File: config.mk
export PLATFORM = sky130hd
export DESIGN_NAME = serial_accum_adder
export DESIGN_NICKNAME = d
export VERILOG_FILES = /design/src/rtl/serial_accum_pkg.sv /design/src/rtl/sa_ctrl.sv /design/src/rtl/sa_shreg.sv /design/src/rtl/sa_carry_stage.sv /design/src/rtl/serial_accum_adder.sv
export SDC_FILE = /design/constraint.sdc
export NUM_CORES = 1
export LEC_CHECK = 0
export ABC_AREA = 1
export BUFFER_PORTS_ARGS = -buffer_cell sky130_fd_sc_hd__buf_2
export CORE_UTILIZATION = 25
export CTS_CLUSTER_SIZE = 14
export DETAILED_ROUTE_END_ITERATION = 16
export SLEW_MARGIN = 15
export SYNTH_ARGS = -nofsm -noshare
export SYNTH_HDL_FRONTEND = slang
export SYNTH_SLANG_ARGS = --single-unit
File: constraint.sdc
create_clock -name clk -period 1.8 [get_ports clk]
set_input_delay 0.09 -clock clk [delete_from_list [all_inputs] [get_ports clk]]
set_output_delay 0.09 -clock clk [all_outputs]
set_load 0.02 [all_outputs]
File: src/rtl/serial_accum_pkg.sv
package serial_accum_pkg;

  typedef struct packed {
    logic sum;
    logic cout;
  } fa_out_t;

  function automatic fa_out_t full_add(input logic a, input logic b, input logic cin);
    fa_out_t r;
    r.sum  = a ^ b ^ cin;
    r.cout = (a & b) | (a & cin) | (b & cin);
    return r;
  endfunction

endpackage

File: src/rtl/sa_ctrl.sv
module sa_ctrl #(
  parameter int WIDTH = 4
) (
  input  logic clk,
  input  logic rst,
  input  logic start_i,
  input  logic load_i,
  output logic shift_en,
  output logic load_en,
  output logic idle
);
  localparam int PW = (WIDTH > 2) ? $clog2(WIDTH) : 1;
  localparam logic [PW-1:0] LAST = PW'(WIDTH - 1);

  logic [PW-1:0] phase_q, phase_d;

  assign idle     = (phase_q == '0);
  assign load_en  = idle & load_i;
  assign shift_en = idle ? (start_i & ~load_i) : 1'b1;

  always_comb begin
    if (idle) phase_d = shift_en ? PW'(1) : '0;
    else if (phase_q == LAST) phase_d = '0;
    else phase_d = phase_q + PW'(1);
  end

  always_ff @(posedge clk) begin
    if (rst) phase_q <= '0;
    else phase_q <= phase_d;
  end
endmodule

File: src/rtl/sa_shreg.sv
module sa_shreg #(
  parameter int WIDTH = 4
) (
  input  logic             clk,
  input  logic             rst,
  input  logic             load_en,
  input  logic             shift_en,
  input  logic [WIDTH-1:0] load_d,
  input  logic             serial_in,
  output logic [WIDTH-1:0] q
);
  always_ff @(posedge clk) begin
    if (rst) q <= '0;
    else if (load_en) q <= load_d;
    else if (shift_en) q <= {serial_in, q[WIDTH-1:1]};
  end
endmodule

File: src/rtl/sa_carry_stage.sv
module sa_carry_stage
  import serial_accum_pkg::*;
(
  input  logic clk,
  input  logic rst,
  input  logic clr,
  input  logic shift_en,
  input  logic a_bit,
  input  logic b_bit,
  output logic sum_bit,
  output logic carry_q
);
  fa_out_t fa;

  assign fa      = full_add(a_bit, b_bit, carry_q);
  assign sum_bit = fa.sum;

  always_ff @(posedge clk) begin
    if (rst || clr) carry_q <= 1'b0;
    else if (shift_en) carry_q <= fa.cout;
  end
endmodule

File: src/rtl/serial_accum_adder.sv
module serial_accum_adder #(
  parameter int WIDTH = 4
) (
  input  logic             clk,
  input  logic             rst,
  input  logic             start_i,
  input  logic             load_i,
  input  logic [WIDTH-1:0] a_in,
  input  logic [WIDTH-1:0] b_in,
  output logic [WIDTH-1:0] acc_o,
  output logic [WIDTH-1:0] addend_o,
  output logic             carry_o,
  output logic             idle_o
);
  logic shift_en, load_en, sum_bit;

  sa_ctrl #(.WIDTH(WIDTH)) u_ctrl (
    .clk(clk), .rst(rst), .start_i(start_i), .load_i(load_i),
    .shift_en(shift_en), .load_en(load_en), .idle(idle_o)
  );

  sa_shreg #(.WIDTH(WIDTH)) u_acc (
    .clk(clk), .rst(rst), .load_en(load_en), .shift_en(shift_en),
    .load_d(a_in), .serial_in(sum_bit), .q(acc_o)
  );

  sa_shreg #(.WIDTH(WIDTH)) u_addend (
    .clk(clk), .rst(rst), .load_en(load_en), .shift_en(shift_en),
    .load_d(b_in), .serial_in(addend_o[0]), .q(addend_o)
  );

  sa_carry_stage u_carry (
    .clk(clk), .rst(rst), .clr(load_en), .shift_en(shift_en),
    .a_bit(acc_o[0]), .b_bit(addend_o[0]), .sum_bit(sum_bit), .carry_q(carry_o)
  );
endmodule

### Word-level counts from Yosys, hierarchy flattened

Index checks and enable logic that the tools add are counted.
W data, S select, Z words.

* logic and storage cells: 27
* output and inout port bits: 10
* flip-flop bits (word level): 11
* memories kept: 0
* input port bits: 12
* bits in latches: 0
* memory bits (read-only): 0
* bits in writable memories: 0

* bitwise operators: 10
* mux-type cells: 8
* shifts and indexed selects: 0
* reductions and logical operators: 3
* $lt $le $gt $ge: 0
* eq/ne operators: 1
* $add $sub $neg: 1
* divide/modulo/power cells: 0
* multipliers: 0

Operator list (count)
* $mux W4: 4
* $and A1 B1 Y1: 5
* $mux W2: 2
* $add A2 B1 Y2 const B: 1
* $eq A2 B2 Y1 const B: 1
* $logic_not A2 Y1: 1
* $mux W1: 2
* $or A1 B1 Y1: 2
* $reduce_bool A2 Y1: 1
* $xor A1 B1 Y1: 2
* $logic_or A1 B1 Y1: 1
* $not A1 Y1: 1

### Longest topological paths before layout

Gate-level depths: netlist of run 1.

* depth in word-level cells: 5
* depth in mapped cells: 9

### Modules after synthesis

From an unflattened synthesis of run 1, not the netlist that was laid out.

* cells, all modules: 91
* area, all modules: 593.1 µm²

Modules (own cells, without submodules)
* sa_shreg: instances 2, area an instance 193.9 µm², cells an instance 32
* sa_ctrl: instances 1, area an instance 140.1 µm², cells an instance 19
* sa_carry_stage: instances 1, area an instance 65.1 µm², cells an instance 8

### Worst setup path after synthesis of run 1

OpenSTA, ideal clock, no wires.

* path type: register to register
* start point: reg u_ctrl.phase_q[0]
* end point: reg u_acc.q[0]
* arrival: 1.232 ns
* cell stages (with the launch flop): 10
* library setup time: 0.132 ns
* setup slack: 0.437 ns
* period minus slack after synthesis: 1.363 ns
* cells stage by stage: dfxtp_1 -> inv_1 -> ha_1 -> buf_6 -> nand2_4 -> buf_8 -> nand2_1 -> nand2_1 -> nand2_1 -> a21oi_1

* longest elaborated chain between the ends: 3
* elaborated cells between the ends (all ways): 5
* those cells by class: mux: 2; bitwise: 1; reduce/logical: 2

RTL lines
* start, declared: RTL line sa_ctrl.sv:15 `logic [PW-1:0] phase_q, phase_d;`
* start signal, assigned: RTL line sa_ctrl.sv:29 `else phase_q <= phase_d;`
* $logic_not A2 Y1 (*): RTL line sa_ctrl.sv:17 `assign idle = (phase_q == '0);`
* via idle_o: RTL line serial_accum_adder.sv:13 `output logic idle_o`
* $and A1 B1 Y1 or $mux W1 (tied branches): RTL line sa_ctrl.sv:18, sa_ctrl.sv:19
* $mux W4 or $reduce_bool A2 Y1 (tied branches)
* end signal, assigned: RTL line sa_shreg.sv:14 `else if (load_en) q <= load_d;`
* end signal, assigned: RTL line sa_shreg.sv:15 `else if (shift_en) q <= {serial_in, q[WIDTH-1:1]};`
* end, declared: RTL line sa_shreg.sv:10 `output logic [WIDTH-1:0] q`

The timed path passes the listed nets; every way through them passes the cells marked *.
A chain may end at the register's enable or synchronous reset.

### Final worst setup path of run 1

* start point: reg u_ctrl.phase_q[0]
* end point: reg u_acc.q[3]

* longest elaborated chain between the ends: 3
* elaborated cells between the ends (all ways): 5
* those cells by class: mux: 2; bitwise: 1; reduce/logical: 2

RTL lines (RTL line)
* $logic_not A2 Y1 (*): sa_ctrl.sv:17
* $and A1 B1 Y1 or $mux W1 (tied branches): sa_ctrl.sv:18, sa_ctrl.sv:19
* $mux W4 or $reduce_bool A2 Y1 (tied branches)

Every way passes the cells marked *; elsewhere a longest branch is shown, timed or not.

==> results of run 1 <==
-- logic make-up after synthesis --
group	count (synthesis)	synth area share
adders and majority gates	4	0.08551
buffers and inverters	11	0.1338
DFF	11	0.3271
and+or+nand+nor	50	0.3643
AOI/OAI and AO/OA	12	0.08921
-- Yosys cell counts (all sizes together) --
master / number
nand2: 29
nand3: 10
o21ai: 1
nand4: 8
fa: 1
a21oi: 11
clkbuf: 1
buf: 7
nor2: 2
ha: 3
dfxtp: 11
and3b: 1
inv: 3
-- stage by stage --
step | setup WS, ns | util | cell area, µm² | instances | hold WS [ns]
after global routing | 0.2672 | 0.3113 | 778.2 | 137 | 0.1369
after floorplan | 0.4368 | - | 673.1 | 88 | 0.2539
after CTS | 0.3887 | 0.3113 | 778.2 | 137 | 0.1208
after detailed placement | 0.4005 | 0.3008 | 752.0 | 133 | 0.4128
final | 0.3887 | 0.3113 | 778.2 | 137 | 0.1272
after global placement | 0.4394 | 0.3008 | 752.0 | 133 | 0.3960
-- worst max-delay path by stage --
stage | cells past startpoint | slack [ns] | endpoint
after floorplan | 9 | 0.44 | u_acc.q[0]$_SDFFE_PP0P_
after global placement | 8 | 0.44 | u_acc.q[3]$_SDFFE_PP0P_
after detailed placement | 8 | 0.40 | u_acc.q[3]$_SDFFE_PP0P_
after CTS | 8 | 0.39 | u_acc.q[3]$_SDFFE_PP0P_
after global routing | 8 | 0.27 | u_acc.q[3]$_SDFFE_PP0P_
final | 8 | 0.39 | u_acc.q[3]$_SDFFE_PP0P_
-- layer usage --
layer,GRT usage,up-vias,share of wire,routed length [µm]
met1,0.1455,294,0.44,673
met5,0,-,0,0
met4,0.07895,0,0.016,25
li1,-,336,-,-
met2,0.1996,24,0.47,724
met3,0.01977,2,0.067,103
-- registers in the layout, indices dropped and copies added, names as in the netlist --
signal	flops
u_acc.q	4
u_addend.q	4
u_ctrl.phase_q	2
u_carry.carry_q	1
-- worst max-delay path, delay by kind of cell (launching register included) --
kind / cells / cell delay (ns)
AOI/OAI and AO/OA: 1 / 0.06
adders and majority gates: 1 / 0.38
DFF: 1 / 0.32
buffers and inverters: 2 / 0.31
and+or+nand+nor: 4 / 0.23
-- final cells by class --
cell class | count | area, µm² | share of cell area
clock buffers | 4 | 26.28 | 0.03376
inverters | 3 | 11.26 | 0.01447
multi-input cells | 66 | 362.8 | 0.4662
flip-flops and latches | 11 | 220.2 | 0.2830
well taps | 30 | 37.54 | 0.04823
repair buffers | 23 | 120.1 | 0.1543
-- power by group through the flow --
| stage | logic [µW] | registers [µW] | clock network (µW) |
|---|---|---|---|
| floorplan | 123 | 295 | 0 |
| global placement | 169 | 282 | 0 |
| detailed placement | 171 | 283 | 0 |
| CTS | 172 | 277 | 180 |
| global route | 190 | 279 | 187 |
| finish | 170 | 277 | 174 |
==> flow_metrics.tcl, run 1 <==
set metrics [dict create \
    outcome "complete, no violations" \
    tightest_slew_ns 0.3584 \
    r2r_start "u_ctrl.phase_q[0]$_SDFF_PP0_" \
    post-dp-hpwl_um 1148 \
    endpoint_kind "register" \
    mostFrequentLayoutCells "nand2_1, buf_2, a21oi_1, dfxtp_1" \
    seqPwrFrac 0.446 \
    grt_remaining_overflow 0 \
    ctsHtreeMaxLevel 1 \
    wirelength_um 1527 \
    syn_area_um2 673.1 \
    die-area_mm2 0.002904 \
    area_growth_pct 15.61 \
    crit_chain "inv_1 -> ha_1 -> buf_4 -> nand2_1 -> nand2_1 -> nand2_1 -> nand2_1 -> a21oi_1" \
    rsz0062_at_grt "no" \
    cts_root_buf "clkbuf_4" \
    p_clk_frac 0.280 \
    globalplace.congestion 0.7875 \
    critPathRequiredTime_ns 1.96 \
    syn_nets 104 \
    drt-wirelength-per-cell_um 11.15 \
    critical_path_class "register to register" \
    first_pass_iters 4 \
    grt_pass1_wl_um 2470 \
    hold_buffers 0 \
    crit_arrival_ns 1.57 \
    start_util 0.2693 \
    cts_resized 0 \
    drive_above_1_share 0.2897 \
    layout_min_cycle_time_ns 1.411 \
    power-per-cell-area_mw_per_mm2 797.4 \
    clk_latency_ns 0.27 \
    io_pins 22 \
    fp-row-count 18 \
    cts_tree "built" \
    ff2ff_path_depth 8 \
    synth_cell_types 19 \
    coreArea_mm2 0.002500 \
    nets 124 \
    fin_setup_tns_ns 0 \
    p_total_uw 620.6 \
    fill_cells 275 \
    slew_headroom 0.7610 \
    die_h_um 53.89 \
    route.antenna.remaining_nets 0 \
    cts_post_setup_buffers_inserted 0 \
    antenna_found_initial 0 \
    p_switching_uw 210.3 \
    portBuffers 21 \
    fin_crit_sh 0.7840 \
    skew_ns 0.004215 \
    worstReg2RegEnd "u_acc.q[3]$_SDFFE_PP0P_" \
    synth_top_area_frac 0.3271 \
    switching_share 0.3389 \
    min_path_type "primary input to register" \
    comb_power_share 0.274 \
    drv_cap 0 \
    final_common_cell "nand2_1" \
    first_global_vias 574 \
    vias_per_cell 4.788 \
    min_path_cells 2 \
    path_clk_slew_ns 0.08 \
    min_from "rst" \
    fmax_ghz 0.7086 \
    synthTopCellsByArea "dfxtp_1, nand2_1, a21oi_1, nand4_1, buf_6" \
    cp_common_cell "nand2_1" \
    grt_max_degree 17 \
    slowest_stage "ha_1" \
    yosys.area.top_type "dfxtp_1" \
    chipWidth_um 53.89 \
    p_leak_uw 0.0003876 \
    insertedDiodeCount 0 \
    via_count 656 \
    synthCells 88 \
    first_iter_violations 15 \
    setup_viol 0 \
    cts_buffer_depth 2 \
    worst-r2r-setup-slack_ns 0.39 \
    p_int_uw 410.3 \
    crit_path_start "u_ctrl.phase_q[0]$_SDFF_PP0_" \
    yosysWarnings 0 \
    maxSlewViolCount 0 \
    cp_max_fo 9 \
    grt_usage 0.1219 \
    min_to "u_acc.q[0]$_SDFFE_PP0P_" \
    cp-start-kind "register" \
    remaining_drc_errors 0 \
    hold_viol 0 \
    syn_area_per_cell_um2 7.649 \
    yosysSeqAreaShare 0.3271 \
    numClockSinks 11 \
    cts_buffers 3 \
    slowest_delay_ns 0.38 \
    ys_ff_latch 11 \
    ir_drop_v 0.0002927 \
]
No activity file was read; power rests on OpenSTA's default activity.
==> inputs of run 2 (changes only) <==
clock period = 1.1 ns   (was 1.8 ns; I/O delays follow)
==> flow_metrics.tcl, run 2 (same netlist as run 1, synthesis figures left out) <==
set metrics [dict create \
    path_clk_slew_ns 0.07 \
    cp_common_cell "buf_6" \
    hold_viol 0 \
    area_growth_pct 53.53 \
    final_common_cell "nand2_1" \
    via_count 739 \
    drt-wirelength-per-cell_um 12.57 \
    cts_buffer_depth 2 \
    fp-row-count 18 \
    use_met3 0.03390 \
    skew_ns 0.001392 \
    grt_remaining_overflow 0 \
    outcome "complete, but fails checks" \
    cts_tree "built" \
    first_global_vias 646 \
    cts_root_buf "clkbuf_4" \
    violations "setup timing" \
    die_h_um 53.89 \
    portBuffers 21 \
    remaining_drc_errors 0 \
    fin_setup_tns_ns -0.6933 \
    antenna_found_initial 0 \
    globalplace.congestion 0.7587 \
    io_pins 22 \
    fill_cells 279 \
    fin_ws_ns -0.1063 \
    place_ws_ns -0.1316 \
    cts_buffers 3 \
    cp-start-kind "register" \
    insertedDiodeCount 0 \
    worst-r2r-setup-slack_ns -0.09 \
    critical_path_class "register to output pin" \
    ir_drop_v 0.0006842 \
    vias_per_cell 4.799 \
    rsz0062_at_grt "yes" \
    min_path_type "primary input to register" \
    coreArea_mm2 0.002500 \
    cp_max_fo 5 \
    clk_latency_ns 0.27 \
    start_util 0.2693 \
    ff2ff_path_depth 5 \
    use_met1 0.1814 \
    post-dp-hpwl_um 1268 \
    p_leak_uw 0.0004965 \
    nets 141 \
    grt_pass1_wl_um 2891 \
    fin_crit_sh 1.097 \
    grt_usage 0.1454 \
    fmax_ghz 0.8290 \
    slowest_stage "dfxtp_2" \
    maxSlewViolCount 0 \
    busiest_layer "met2" \
    first_pass_iters 4 \
    drive_above_1_share 0.5323 \
    drv_cap 0 \
    layout_min_cycle_time_ns 1.206 \
    wirelength_um 1936 \
    first_iter_violations 8 \
    ctsHtreeMaxLevel 1 \
    chipWidth_um 53.89 \
    tightest_slew_ns 0.2466 \
    grt_max_degree 12 \
    gr-usage-met2 0.2160 \
    die-area_mm2 0.002904 \
    endpoint_kind "output pin" \
    slew_headroom 0.8356 \
    slowest_delay_ns 0.34 \
    critPathRequiredTime_ns 1.04 \
    crit_arrival_ns 1.15 \
    setup_viol 9 \
    numClockSinks 11 \
    crit_chain "inv_4 -> ha_4 -> buf_6 -> buf_6" \
    route.antenna.remaining_nets 0 \
    reg_top3 "u_acc.q: 4 flops, u_addend.q: 4 flops, u_ctrl.phase_q: 2 flops" \
    min_path_cells 3 \
    power-per-cell-area_mw_per_mm2 1150 \
    mostFrequentLayoutCells "nand2_1, buf_2, buf_4" \
]
## run 2: cell types whose count changed in the layout (fill, tap and decap cells not counted), moves of 3 or more
cell	change
dfxtp_1	-4
dfxtp_2	+3
buf_6	+6
nand2_1	-6
nand2_2	+6
buf_4	+10
## run 2: cell type report
class / instances / area, µm² / share of cell area
repair buffers: 39 / 277.8 / 0.2688
flip-flops and latches: 11 / 227.7 / 0.2203
multi-input cells: 67 / 450.4 / 0.4358
inverters: 3 / 13.76 / 0.01332
well taps: 30 / 37.54 / 0.03632
clock buffers: 4 / 26.28 / 0.02542
## run 2: worst max-delay path: cells and delay by family, from the launching register on
kind	cells	cell delay, ns
adders and majority gates	1	0.20
buffers and inverters	3	0.34
DFF	1	0.34
## run 2: worst paths after layout
path	start	to
worst max-delay path	u_ctrl.phase_q[0]$_SDFF_PP0_	idle_o
worst min-delay path	start_i	u_ctrl.phase_q[0]$_SDFF_PP0_
worst max register to register	u_acc.q[0]$_SDFFE_PP0P_	u_acc.q[3]$_SDFFE_PP0P_
worst min register to register	u_addend.q[3]$_SDFFE_PP0P_	u_addend.q[3]$_SDFFE_PP0P_
## run 2: power breakdown
part           internal (µW)  switching (µW)  leakage [µW]  total (µW)
clock network            140             146     0.0000150         287
logic                    211             236      0.000390         447
registers                429            26.0     0.0000920         455
## run 2: metal layers
layer | up-vias | share of wire
li1 | 369 | -
met1 | 347 | 0.46
met2 | 16 | 0.48
met3 | 7 | 0.039
met4 | 0 | 0.026
met5 | - | 0
## run 2: through the flow
step / total power [µW] / hold slack [ns] / instance area (µm²) / std cells / util
global route: 1275 / 0.06767 / 1033 / 154 / 0.4134
global placement: 808.3 / 0.3438 / 878.3 / 145 / 0.3514
floorplan: 694.9 / 0.2089 / 696.9 / 88 / -
detailed placement: 812.7 / 0.3522 / 878.3 / 145 / 0.3514
finish: 1188 / 0.06585 / 1033 / 154 / 0.4134
CTS: 1133 / 0.05836 / 944.7 / 151 / 0.3779
## run 2: repair_timing
item | CTS | global route
buffers inserted | 1 | 2
pin swaps | 2 | 3
hold buffers | 0 | 0
setup endpoints to repair | 10 | 12
cloned | 1 | 1
hold endpoints to repair | 0 | 0
resized for setup | 8 | 15
